$ cat config.mk
export PLATFORM = sky130hd
export DESIGN_NAME = flash_wr_capture
export DESIGN_NICKNAME = d
export VERILOG_FILES = /design/src/rtl/flash_cap_pkg.sv /design/src/rtl/fc_pin_sync.sv /design/src/rtl/fc_reset_qual.sv /design/src/rtl/fc_write_capture.sv /design/src/rtl/flash_wr_capture.sv
export SDC_FILE = /design/constraint.sdc
export NUM_CORES = 1
export LEC_CHECK = 0
export ABC_CLOCK_PERIOD_IN_PS = 2100
export BUFFER_PORTS_ARGS = -buffer_cell sky130_fd_sc_hd__clkbuf_2
export CORE_ASPECT_RATIO = 0.75
export CORE_MARGIN = 3
export CORE_UTILIZATION = 45
export DETAILED_ROUTE_END_ITERATION = 12
export PLACE_DENSITY = 0.69
export REMOVE_ABC_BUFFERS = 1
export SLEW_MARGIN = 5
export SYNTH_ARGS = -nofsm -noshare
export SYNTH_HDL_FRONTEND = slang
export SYNTH_HIERARCHICAL = 1
export SYNTH_SLANG_ARGS = --single-unit
$ cat constraint.sdc
create_clock -name clk -period 2.1 [get_ports clk]
set_clock_uncertainty 0.2 [all_clocks]
set_input_delay 0.315 -clock clk [delete_from_list [all_inputs] [get_ports clk]]
set_output_delay 0.315 -clock clk [all_outputs]
set_load 0.03 [all_outputs]
$ cat src/rtl/flash_cap_pkg.sv
package flash_cap_pkg;

  localparam int unsigned FC_ADDR_W    = 22;
  localparam int unsigned FC_DATA_W    = 16;
  localparam int unsigned FC_SYNC_DEPTH = 2;

  // Synchronised view of the four active-low control pins.
  typedef struct packed {
    logic ce_n;
    logic we_n;
    logic oe_n;
    logic rp_n;
  } fc_ctl_t;

  localparam int unsigned FC_CTL_W = $bits(fc_ctl_t);
  localparam fc_ctl_t     FC_CTL_IDLE = '{ce_n: 1'b1, we_n: 1'b1, oe_n: 1'b1, rp_n: 1'b1};

  typedef enum logic [0:0] {
    PH_IDLE  = 1'b0,
    PH_ARMED = 1'b1
  } fc_phase_t;

endpackage

$ cat src/rtl/fc_pin_sync.sv
module fc_pin_sync #(
  parameter int unsigned WIDTH  = 8,
  parameter int unsigned STAGES = 2,
  parameter logic [WIDTH-1:0] RST_VAL = '0
) (
  input  logic             clk,
  input  logic             rst_n,
  input  logic [WIDTH-1:0] din,
  output logic [WIDTH-1:0] dout
);

  logic [WIDTH-1:0] stage_q [STAGES];

  for (genvar gi = 0; gi < STAGES; gi++) begin : g_stage
    if (gi == 0) begin : g_first
      always_ff @(posedge clk or negedge rst_n) begin
        if (!rst_n) stage_q[gi] <= RST_VAL;
        else        stage_q[gi] <= din;
      end
    end else begin : g_next
      always_ff @(posedge clk or negedge rst_n) begin
        if (!rst_n) stage_q[gi] <= RST_VAL;
        else        stage_q[gi] <= stage_q[gi-1];
      end
    end
  end

  assign dout = stage_q[STAGES-1];

endmodule

$ cat src/rtl/fc_reset_qual.sv
module fc_reset_qual #(
  parameter int unsigned MIN_PULSE = 8
) (
  input  logic clk,
  input  logic rst_n,
  input  logic pin_n,
  output logic qual_now,
  output logic rd_rst
);

  localparam int unsigned CNT_W = $clog2(MIN_PULSE + 1);
  localparam logic [CNT_W-1:0] CNT_MAX  = CNT_W'(MIN_PULSE);
  localparam logic [CNT_W-1:0] CNT_FIRE = CNT_W'(MIN_PULSE - 1);

  logic [CNT_W-1:0] low_cnt;

  // Fires in the single cycle in which the low level reaches the minimum width.
  assign qual_now = !pin_n && (low_cnt == CNT_FIRE);

  always_ff @(posedge clk or negedge rst_n) begin
    if (!rst_n) begin
      low_cnt <= '0;
      rd_rst  <= 1'b0;
    end else begin
      rd_rst <= qual_now;
      if (pin_n)                   low_cnt <= '0;
      else if (low_cnt != CNT_MAX) low_cnt <= low_cnt + 1'b1;
    end
  end

endmodule

$ cat src/rtl/fc_write_capture.sv
module fc_write_capture
  import flash_cap_pkg::*;
#(
  parameter int unsigned ADDR_W = FC_ADDR_W,
  parameter int unsigned DATA_W = FC_DATA_W
) (
  input  logic              clk,
  input  logic              rst_n,
  input  fc_ctl_t           ctl,
  input  logic [ADDR_W-1:0] addr,
  input  logic [DATA_W-1:0] data,
  input  logic              qual_now,
  input  logic              op_busy,
  output logic              cmd_valid,
  output logic [ADDR_W-1:0] cmd_addr,
  output logic [DATA_W-1:0] cmd_data,
  output logic              abort_flag
);

  fc_phase_t         phase;
  logic              prev_low;
  logic [ADDR_W-1:0] addr_hold;
  logic              low_now;
  logic              start_edge;
  logic              end_edge;
  logic              bus_live;

  assign low_now    = !ctl.ce_n && !ctl.we_n;
  assign start_edge = low_now && !prev_low;
  assign end_edge   = !low_now && prev_low;
  assign bus_live   = ctl.rp_n;

  always_ff @(posedge clk or negedge rst_n) begin
    if (!rst_n) begin
      phase      <= PH_IDLE;
      prev_low   <= 1'b0;
      addr_hold  <= '0;
      cmd_valid  <= 1'b0;
      cmd_addr   <= '0;
      cmd_data   <= '0;
      abort_flag <= 1'b0;
    end else begin
      prev_low  <= low_now;
      cmd_valid <= 1'b0;
      if (qual_now) begin
        abort_flag <= abort_flag | op_busy | (phase == PH_ARMED);
        phase      <= PH_IDLE;
      end else if (bus_live) begin
        if (start_edge) begin
          if (ctl.oe_n) begin
            phase     <= PH_ARMED;
            addr_hold <= addr;
          end else begin
            phase <= PH_IDLE;
          end
        end else if (end_edge) begin
          if (phase == PH_ARMED && ctl.oe_n) begin
            cmd_valid <= 1'b1;
            cmd_addr  <= addr_hold;
            cmd_data  <= data;
          end
          phase <= PH_IDLE;
        end
      end
    end
  end

endmodule

$ cat src/rtl/flash_wr_capture.sv
module flash_wr_capture
  import flash_cap_pkg::*;
#(
  parameter int unsigned ADDR_W      = FC_ADDR_W,
  parameter int unsigned DATA_W      = FC_DATA_W,
  parameter int unsigned SYNC_STAGES = FC_SYNC_DEPTH,
  parameter int unsigned MIN_PULSE   = 8
) (
  input  logic              clk,
  input  logic              rst_n,
  input  logic              ce_n,
  input  logic              we_n,
  input  logic              oe_n,
  input  logic              hw_reset_n,
  input  logic [ADDR_W-1:0] addr_pin,
  input  logic [DATA_W-1:0] data_pin,
  input  logic              op_busy,
  output logic              cmd_valid,
  output logic [ADDR_W-1:0] cmd_addr,
  output logic [DATA_W-1:0] cmd_data,
  output logic              dq_oe,
  output logic              rd_array_rst,
  output logic              abort_flag
);

  localparam int unsigned BUS_W = FC_CTL_W + ADDR_W + DATA_W;
  localparam logic [BUS_W-1:0] BUS_IDLE = {FC_CTL_IDLE, {ADDR_W{1'b0}}, {DATA_W{1'b0}}};

  logic [BUS_W-1:0]  raw_bus;
  logic [BUS_W-1:0]  syn_bus;
  fc_ctl_t           syn_ctl;
  logic [ADDR_W-1:0] syn_addr;
  logic [DATA_W-1:0] syn_data;
  logic              qual_now;

  assign raw_bus = {ce_n, we_n, oe_n, hw_reset_n, addr_pin, data_pin};

  fc_pin_sync #(
    .WIDTH  (BUS_W),
    .STAGES (SYNC_STAGES),
    .RST_VAL(BUS_IDLE)
  ) u_sync (
    .clk (clk),
    .rst_n(rst_n),
    .din (raw_bus),
    .dout(syn_bus)
  );

  assign syn_ctl  = fc_ctl_t'(syn_bus[BUS_W-1 -: FC_CTL_W]);
  assign syn_addr = syn_bus[DATA_W +: ADDR_W];
  assign syn_data = syn_bus[DATA_W-1:0];

  fc_reset_qual #(
    .MIN_PULSE(MIN_PULSE)
  ) u_rq (
    .clk     (clk),
    .rst_n   (rst_n),
    .pin_n   (syn_ctl.rp_n),
    .qual_now(qual_now),
    .rd_rst  (rd_array_rst)
  );

  fc_write_capture #(
    .ADDR_W(ADDR_W),
    .DATA_W(DATA_W)
  ) u_wc (
    .clk       (clk),
    .rst_n     (rst_n),
    .ctl       (syn_ctl),
    .addr      (syn_addr),
    .data      (syn_data),
    .qual_now  (qual_now),
    .op_busy   (op_busy),
    .cmd_valid (cmd_valid),
    .cmd_addr  (cmd_addr),
    .cmd_data  (cmd_data),
    .abort_flag(abort_flag)
  );

  always_ff @(posedge clk or negedge rst_n) begin
    if (!rst_n) dq_oe <= 1'b0;
    else        dq_oe <= !syn_ctl.ce_n && !syn_ctl.oe_n && syn_ctl.we_n && syn_ctl.rp_n;
  end

endmodule

==> impl_metrics.toml, run 1 <==
[run_status]
outcome = "complete, but fails checks"
failed_checks = "negative setup slack"

[floorplan]
fp.dieArea_mm2 = 0.01295
die_w_um = 130.4
core-area_mm2 = 0.01111
die_h_um = 99.30
io_pins = 87
num_rows = 33
start_util_pct = 47.02

[clocking]
cts-buffers-inserted = 17
cts.sinks = 154
cts_root_buf = "clkbuf_16"
clock_path_buffers = 2
clkLatencyLatePin_ps = 410
cts.htree.levels = 4
clk_pin_slew_ps = 60
cts_tree = "done"

[global_routing]
grt-ovfl-total = 0
grt_max_degree = 49
grt_pass1_wl_um = 14360
grt_pass1_vias = 2836
grt_antenna_before_repair = 0
grt_use_total_pct = 14.63

[sta]
worst_hold_slack_ps = 145.7
slew_headroom_pct = 69.47
drv_slew = 0
setup_ws_ps = -36.56
tightest_slew_ps = 458.0
max_freq_mhz = 468.0
finalSetupViolCount = 36
period_minus_slack_ps = 2137
hold_viol = 0
finalCritPeriodShare_pct = 101.7
rsz0062_at_grt = "true"

[layout]
drive_above_1_share_pct = 49.88
n_fill_cell = 788
layout_common_cells = "146 x dfrtp_1, 85 x clkbuf_2, 44 x dlygate4sd3_1, 32 x mux2_4, 25 x mux2_2"
final_common_cell = "dfrtp_1"
area_delta_synth_final_pct = 32.82
nNetsFinal = 464
diodes = 0

[critical_path]
cp_top_family = "simple AND/OR/NAND/NOR gates"
end_kind = "flop"
max_stage_delay_ps = 600
cp.arrival_ps = 2220
cp_max_fo = 10
start_kind = "flop"
crit_chain = "ha_2, nor4bb_1, or4b_4, buf_12, mux2_1"
path_buf_inv = 1
path_class = "reg2reg"
crit_path_top_delay_cell = "or4b_4"
r2r_slack_ps = -40
cp.required_ps = 2180

[detailed_routing]
vias_per_cell = 4.559
ant_nets = 0
drc = 0
avgRoutedWirePerCell_um = 15.43
drt-initial-drc-count = 82
finalWirelength_um = 8782
first_pass_iters = 2
vias = 2594

[min_path]
hold_class = "reg2reg"

[logic_synthesis]
syn_area_mm2 = 0.005223
ys_seq_area_share_pct = 73.98
synth_edf_count = 0
synth_top_area_share_pct = 69.96
syn_inst = 292
avgSynthCellArea_um2 = 17.89
ys.flop_type = "dfrtp_1"
ys_top_cells_by_area = "dfrtp_1 70%, mux2_2 7.8%, buf_4 6.2%"
synth_cell_type_count = 28
yosys_warnings = 6
synth_top_area_cell = "dfrtp_1"
async_flop_share_pct = 100.0
ys_ff_latch = 154

[pwr]
p_per_area_mw_per_mm2 = 1156
ir_drop_mv = 0.8385
p_leak_nw = 3.436

[flow_run]
max-cap-violations = 0

[placement]
dp_hpwl_um = 5156
port_buffers = 86
gp_congestion = 0.6932
place_ws_ps = -191.7
synth_stat cells (all sizes together), types with 2 or more instances:
cell	n
buf	49
dfstp	8
nor2	5
nand2	2
mux2	60
mux2i	2
o21ai	3
inv	3
dfrtp	146
ha	2
sequential cells by signal (all words and copies together), names as in the netlist, 4 cells and up:
name            count
u_sync/stage_q     42
u_wc/addr_hold     22
u_rq/low_cnt        4
u_wc/cmd_data      16
u_sync/dout        42
u_wc/cmd_addr      22
where the power goes:
group | switching [W] | internal (W) | leakage (nW) | total (W)
logic | 0.000570 | 0.000498 | 1.23 | 0.00107
registers | 0.000183 | 0.00332 | 1.88 | 0.00351
clock network | 0.00118 | 0.00227 | 0.325 | 0.00345
total | 0.00193 | 0.00609 | 3.44 | 0.00802
layer usage:
layer  vias up  track usage, %  wire (µm)
li1       1183               -          -
met1      1345           17.34       3708
met2        61           24.47       4519
met3         5           6.280        495
met4         0           4.269         58
met5         -               0          0
per-stage QoR:
stage	TNS, ps	cells	instance area, µm²	total power, W	util [%]
after floorplan	-80730	243	4833	0.004127	-
after global placement	-5485	487	5639	0.004476	50.77
after detailed placement	-6517	487	5639	0.004519	50.77
after CTS	-941.2	565	6838	0.008072	61.56
after global routing	-3707	569	6937	0.008353	62.45
final	-553.7	569	6937	0.008021	62.45
kinds of logic (layout without fill, tap and decap cells):
family	after synthesis	in the layout	synth area share, %
XOR/XNOR	2	2	0.3355
buffers and inverters	52	189	7.666
AND/OR/NAND/NOR	15	15	2.204
AO/OA/AOI/OAI	5	5	0.5748
multiplexers	62	62	14.76
adder cells (fa/ha/maj)	2	2	0.4791
flip-flops	154	154	73.98
timing repair:
| action | 4_1_cts | 5_1_grt |
|---|---|---|
| cloned | 1 | 1 |
| hold buffers | 44 | 0 |
| pin swaps | 1 | 1 |
| gates resized for setup | 11 | 14 |
| hold endpoints to repair | 87 | 0 |
| setup endpoints to repair | 60 | 60 |
| setup buffers | 2 | 3 |
worst paths after layout:
| path | cells past startpoint | startpoint | to |
|---|---|---|---|
| max in group asynchronous | 3 | rst_n | u_sync/stage_q[81] |
| setup reg to reg | 5 | u_rq/low_cnt[0] | u_wc/addr_hold[0] |
| hold reg to reg | 0 | u_sync/stage_q[60] | u_sync/dout[18] |
| min in group asynchronous | 2 | rst_n | u_sync/dout[10] |
| setup / recovery | 5 | u_rq/low_cnt[0] | u_wc/addr_hold[0] |
| hold / removal | 0 | u_sync/stage_q[60] | u_sync/dout[18] |
layout make-up:
class,instances,area (µm²),share of cell area [%]
Multi-Input combinational cell,86,1021,14.72
Clock inverter,13,237.7,3.427
Inverter,3,11.26,0.1623
Tap cell,140,175.2,2.525
Sequential cell,154,3864,55.70
Clock buffer,18,439.2,6.331
Timing Repair Buffer,155,1189,17.14
Power figures use the tool's default switching activity.
==> inputs of run 2 (changes only) <==
Settings changed: SKIP_CTS_REPAIR_TIMING set to 1.
==> run 2 against run 1 <==
Net effect: the run still ends with negative setup slack left; sequential share of layout area increased by 0.17 points; core utilization decreased by 0.19 points; critical path depth increased by 2; combinational power about the same; design area decreased by 0.31%; via count decreased by 1.2%; count of clock-buffer cells in the layout unchanged; final cell count decreased by 0.35%; register-to-register slack improved by 20 ps; worst setup slack improved by 21 ps; largest cell class unchanged.
==> impl_metrics.toml, run 2 (synthesis results as in run 1) <==
[run_status]
outcome = "complete, but fails checks"
failed_checks = "negative setup slack"

[clocking]
clkLatencyLatePin_ps = 400
cts.htree.levels = 4
cts.sinks = 154
clk_pin_slew_ps = 60
cts_tree = "done"
cts-buffers-inserted = 17
clock_path_buffers = 2
cts_root_buf = "clkbuf_16"

[pwr]
p_per_area_mw_per_mm2 = 1159
ir_drop_mv = 0.8549
p_leak_nw = 3.424

[floorplan]
fp.dieArea_mm2 = 0.01295
num_rows = 33
start_util_pct = 47.02
die_w_um = 130.4
core-area_mm2 = 0.01111
die_h_um = 99.30
io_pins = 87

[min_path]
hold_class = "reg2reg"

[placement]
dp_hpwl_um = 5156
gp_congestion = 0.6932
placedCellCount = 487
port_buffers = 86

[global_routing]
grt_pass1_wl_um = 12810
grt_max_degree = 49
grt_use_total_pct = 13.09
grt_pass1_vias = 2572
grt-ovfl-total = 0
grt_antenna_before_repair = 0

[layout]
instances_no_fill = 567
drive_above_1_share_pct = 49.65
layout_common_cells = "146 x dfrtp_1, 85 x clkbuf_2, 44 x dlygate4sd3_1, 32 x mux2_4, 25 x mux2_2"
nNetsFinal = 462
n_fill_cell = 790
area_delta_synth_final_pct = 32.41
final_common_cell = "dfrtp_1"
diodes = 0

[detailed_routing]
finalWirelength_um = 8637
drt-initial-drc-count = 99
avgRoutedWirePerCell_um = 15.23
vias = 2563
ant_nets = 0
drc = 0
first_pass_iters = 4
vias_per_cell = 4.520

[sta]
tightest_slew_ps = 450.2
worst_hold_slack_ps = 144.7
finalCritPeriodShare_pct = 100.7
hold_viol = 0
finalSetupViolCount = 15
drv_slew = 0
rsz0062_at_grt = "true"
period_minus_slack_ps = 2115
max_freq_mhz = 472.7
setup_ws_ps = -15.38
slew_headroom_pct = 69.99

[critical_path]
path_class = "reg2reg"
cp_top_family = "buffers and inverters"
end_kind = "flop"
cp.arrival_ps = 2200
start_kind = "flop"
crit_path_top_delay_cell = "dfrtp_1"
max_stage_delay_ps = 380
cp.required_ps = 2180
cp_max_fo = 6
crit_chain = "ha_2, nor4bb_1, buf_4, nor4_4, buf_6, clkbuf_16, mux2_2"
path_buf_inv = 3

[flow_run]
max-cap-violations = 0
[run 2: area by class of cell]
cell class | instances | area [µm²] | area share, %
tap | 140 | 175.2 | 2.533
clock buffer | 18 | 439.2 | 6.351
clock inverter | 13 | 237.7 | 3.438
multi-input combinational | 86 | 1021 | 14.76
timing repair buffer | 153 | 1167 | 16.88
inverter | 3 | 11.26 | 0.1628
sequential | 154 | 3864 | 55.87
[run 2: worst register-to-register path: stages (launching register included)]
cell and delay [ps]:
dfrtp_1 380, ha_2 190, nor4bb_1 150, buf_4 150
nor4_4 260, buf_6 180, clkbuf_16 160, mux2_2 330
[run 2: worst paths after layout]
path	depth (start not counted)	startpoint	end	slack [ps]
hold reg to reg	0	u_sync/stage_q[68]	u_sync/dout[26]	140
setup / recovery	7	u_rq/low_cnt[0]	u_wc/cmd_addr[12]	-20
setup reg to reg	7	u_rq/low_cnt[0]	u_wc/cmd_addr[12]	-20
hold / removal	0	u_sync/stage_q[68]	u_sync/dout[26]	140
max in group asynchronous	3	rst_n	u_sync/stage_q[81]	830
min in group asynchronous	2	rst_n	u_sync/dout[12]	220
[run 2: stage by stage]
step | TNS, ps | total power (W) | instance area (µm²) | util (%) | setup slack [ps]
2_1_floorplan | -80730 | 0.004127 | 4833 | - | -1720
3_3_place_gp | -5485 | 0.004476 | 5639 | 50.77 | -159.8
3_5_place_dp | -6517 | 0.004519 | 5639 | 50.77 | -191.7
4_1_cts | -7488 | 0.007996 | 6316 | 56.87 | -205.2
5_1_grt | -2817 | 0.008356 | 6915 | 62.26 | -83.19
6_report | -101.7 | 0.008012 | 6915 | 62.26 | -15.38
[run 2: power by group]
group          switching [W]  internal [W]
clock network        0.00117       0.00227
logic               0.000569      0.000496
registers           0.000183       0.00332
total                0.00192       0.00609
[run 2: metal layers]
layer | track usage [%] | wire [µm] | vias up
met5 | 0 | 0 | -
met4 | 4.269 | 58 | 0
met2 | 20.33 | 4392 | 65
met3 | 6.334 | 531 | 5
met1 | 16.24 | 3655 | 1318
li1 | - | - | 1175
==> inputs of run 3 (changes only) <==
Settings changed: CORE_UTILIZATION 45 to 50, PLACE_DENSITY 0.69 to 0.75.
==> run 3 against run 2 <==
Net effect: sequential share of layout area decreased by 0.39 points; critical endpoint is now u_wc/cmd_data[12]; count of clock-buffer cells in the layout rose by 3; the flow still finishes with violations (negative setup slack); register-to-register slack about the same; hold slack better by 1.1 ps; total power is 4.4% lower; final cell count fell by 0.71%; combinational power grew 7%; via count rose by 3.1%; fmax is essentially flat.
==> impl_metrics.toml, run 3 (synthesis results as in run 1) <==
[global_routing]
grt_pass1_wl_um = 13070
grt_antenna_before_repair = 0
grt_use_total_pct = 15.17
grt_pass1_vias = 2662
grt_max_degree = 47
grt-ovfl-total = 0

[pwr]
p_per_area_mw_per_mm2 = 1100
p_leak_nw = 3.444
ir_drop_mv = 0.7021

[layout]
instances_no_fill = 563
nNetsFinal = 466
layout_common_cells = "146 x dfrtp_1, 85 x clkbuf_2, 53 x mux2_4, 44 x dlygate4sd3_1, 20 x clkbuf_16"
final_common_cell = "dfrtp_1"
area_delta_synth_final_pct = 33.35
diodes = 0
drive_above_1_share_pct = 50.81

[critical_path]
cp_max_fo = 7
crit_path_top_delay_cell = "dfrtp_1"
reg2reg_from = "u_rq/low_cnt[1]"
crit_start = "u_rq/low_cnt[1]"
path_buf_inv = 3
cp-endpoint = "u_wc/cmd_data[12]"
rr_endpoint = "u_wc/cmd_data[12]"
max_stage_delay_ps = 380
cp_num_cells = 7
end_kind = "flop"
path_class = "reg2reg"
cp.arrival_ps = 2200
cp.required_ps = 2190
crit_chain = "ha_2, nor4bb_4, buf_4, nor4_4, buf_6, buf_12, mux2_2"
r2r_cells = 7
start_kind = "flop"
cp_top_family = "buffers and inverters"
r2r_slack_ps = -10

[sta]
rsz0062_at_grt = "true"
hold_viol = 0
drv_slew = 0
slew_headroom_pct = 75.21
setup_ws_ps = -13.54
finalSetupViolCount = 15
finalSetupTns_ps = -100.9
finalCritPeriodShare_pct = 100.6
period_minus_slack_ps = 2114
max_freq_mhz = 473.1
tightest_slew_ps = 371.9

[clocking]
cts_tree = "done"
clk_pin_slew_ps = 60
clock_path_buffers = 2
cts.htree.levels = 4
cts_root_buf = "clkbuf_16"
cts.sinks = 154
clkLatencyLatePin_ps = 400
cts-buffers-inserted = 17

[floorplan]
core-area_mm2 = 0.009930
start_util_pct = 52.60
io_pins = 87
die_h_um = 94.51
num_rows = 31
fp.dieArea_mm2 = 0.01172
die_w_um = 124.0

[min_path]
hp-start = "u_sync/stage_q[59]"
hold_class = "reg2reg"

[detailed_routing]
drt-initial-drc-count = 118
ant_nets = 0
avgRoutedWirePerCell_um = 16.47
vias_per_cell = 4.693
drc = 0
first_pass_iters = 4
vias = 2642
finalWirelength_um = 9273

[run_status]
failed_checks = "negative setup slack"
outcome = "complete, but fails checks"

[placement]
port_buffers = 86
placedCellCount = 478
dp_hpwl_um = 5231
gp_congestion = 0.7526

[flow_run]
max-cap-violations = 0
-- run 3: stage by stage --
| step | hold slack (ps) | setup WS [ps] | util, % | total power [W] | instance area (µm²) |
|---|---|---|---|---|---|
| final | 145.8 | -13.54 | 70.14 | 0.007661 | 6964 |
| after global routing | 155.5 | -58.21 | 70.14 | 0.007984 | 6964 |
| after CTS | -396.6 | -247.3 | 62.49 | 0.007544 | 6205 |
| after detailed placement | 42.11 | -227.9 | 56.49 | 0.004519 | 5609 |
| after global placement | 41.98 | -188.3 | 56.49 | 0.004477 | 5609 |
| after floorplan | -180.6 | -1720 | - | 0.004127 | 4833 |
-- run 3: layout make-up --
type | instances | area, µm²
clock buffer | 21 | 480.5
clock inverter | 10 | 115.1
fill | 653 | 2965
inverter | 3 | 11.26
multi-input combinational | 86 | 1115
sequential | 154 | 3864
tap | 132 | 165.2
timing repair buffer | 157 | 1214
-- run 3: how the worst min path moves through the flow --
stage / end / slack, ps / cells past startpoint
2_1_floorplan: dq_oe / -180 / 0
3_3_place_gp: u_sync/stage_q[56] / 40 / 1
3_5_place_dp: u_wc/cmd_data[7] / 40 / 1
4_1_cts: u_sync/dout[7] / -400 / 1
5_1_grt: u_sync/dout[28] / 160 / 0
6_report: u_sync/dout[17] / 150 / 0
-- run 3: layer usage --
layer	vias to the layer above	routed length, µm	global-route usage, %
met4	0	67	5.469
met5	-	0	0
met2	65	4789	23.39
li1	1184	-	-
met3	8	494	8.024
met1	1385	3922	18.32
-- run 3: power by group --
part	internal (W)	switching [W]	total [W]
clock	0.00187	0.00114	0.00301
sequential	0.00332	0.000196	0.00352
combinational	0.000551	0.000582	0.00113
total	0.00574	0.00192	0.00766
-- run 3: worst register-to-register path: stages, from the launching register on --
cell and delay, ps:
dfrtp_1 380, ha_2 190, nor4bb_4 150, buf_4 140, nor4_4 210, buf_6 220, buf_12 160, mux2_2 350
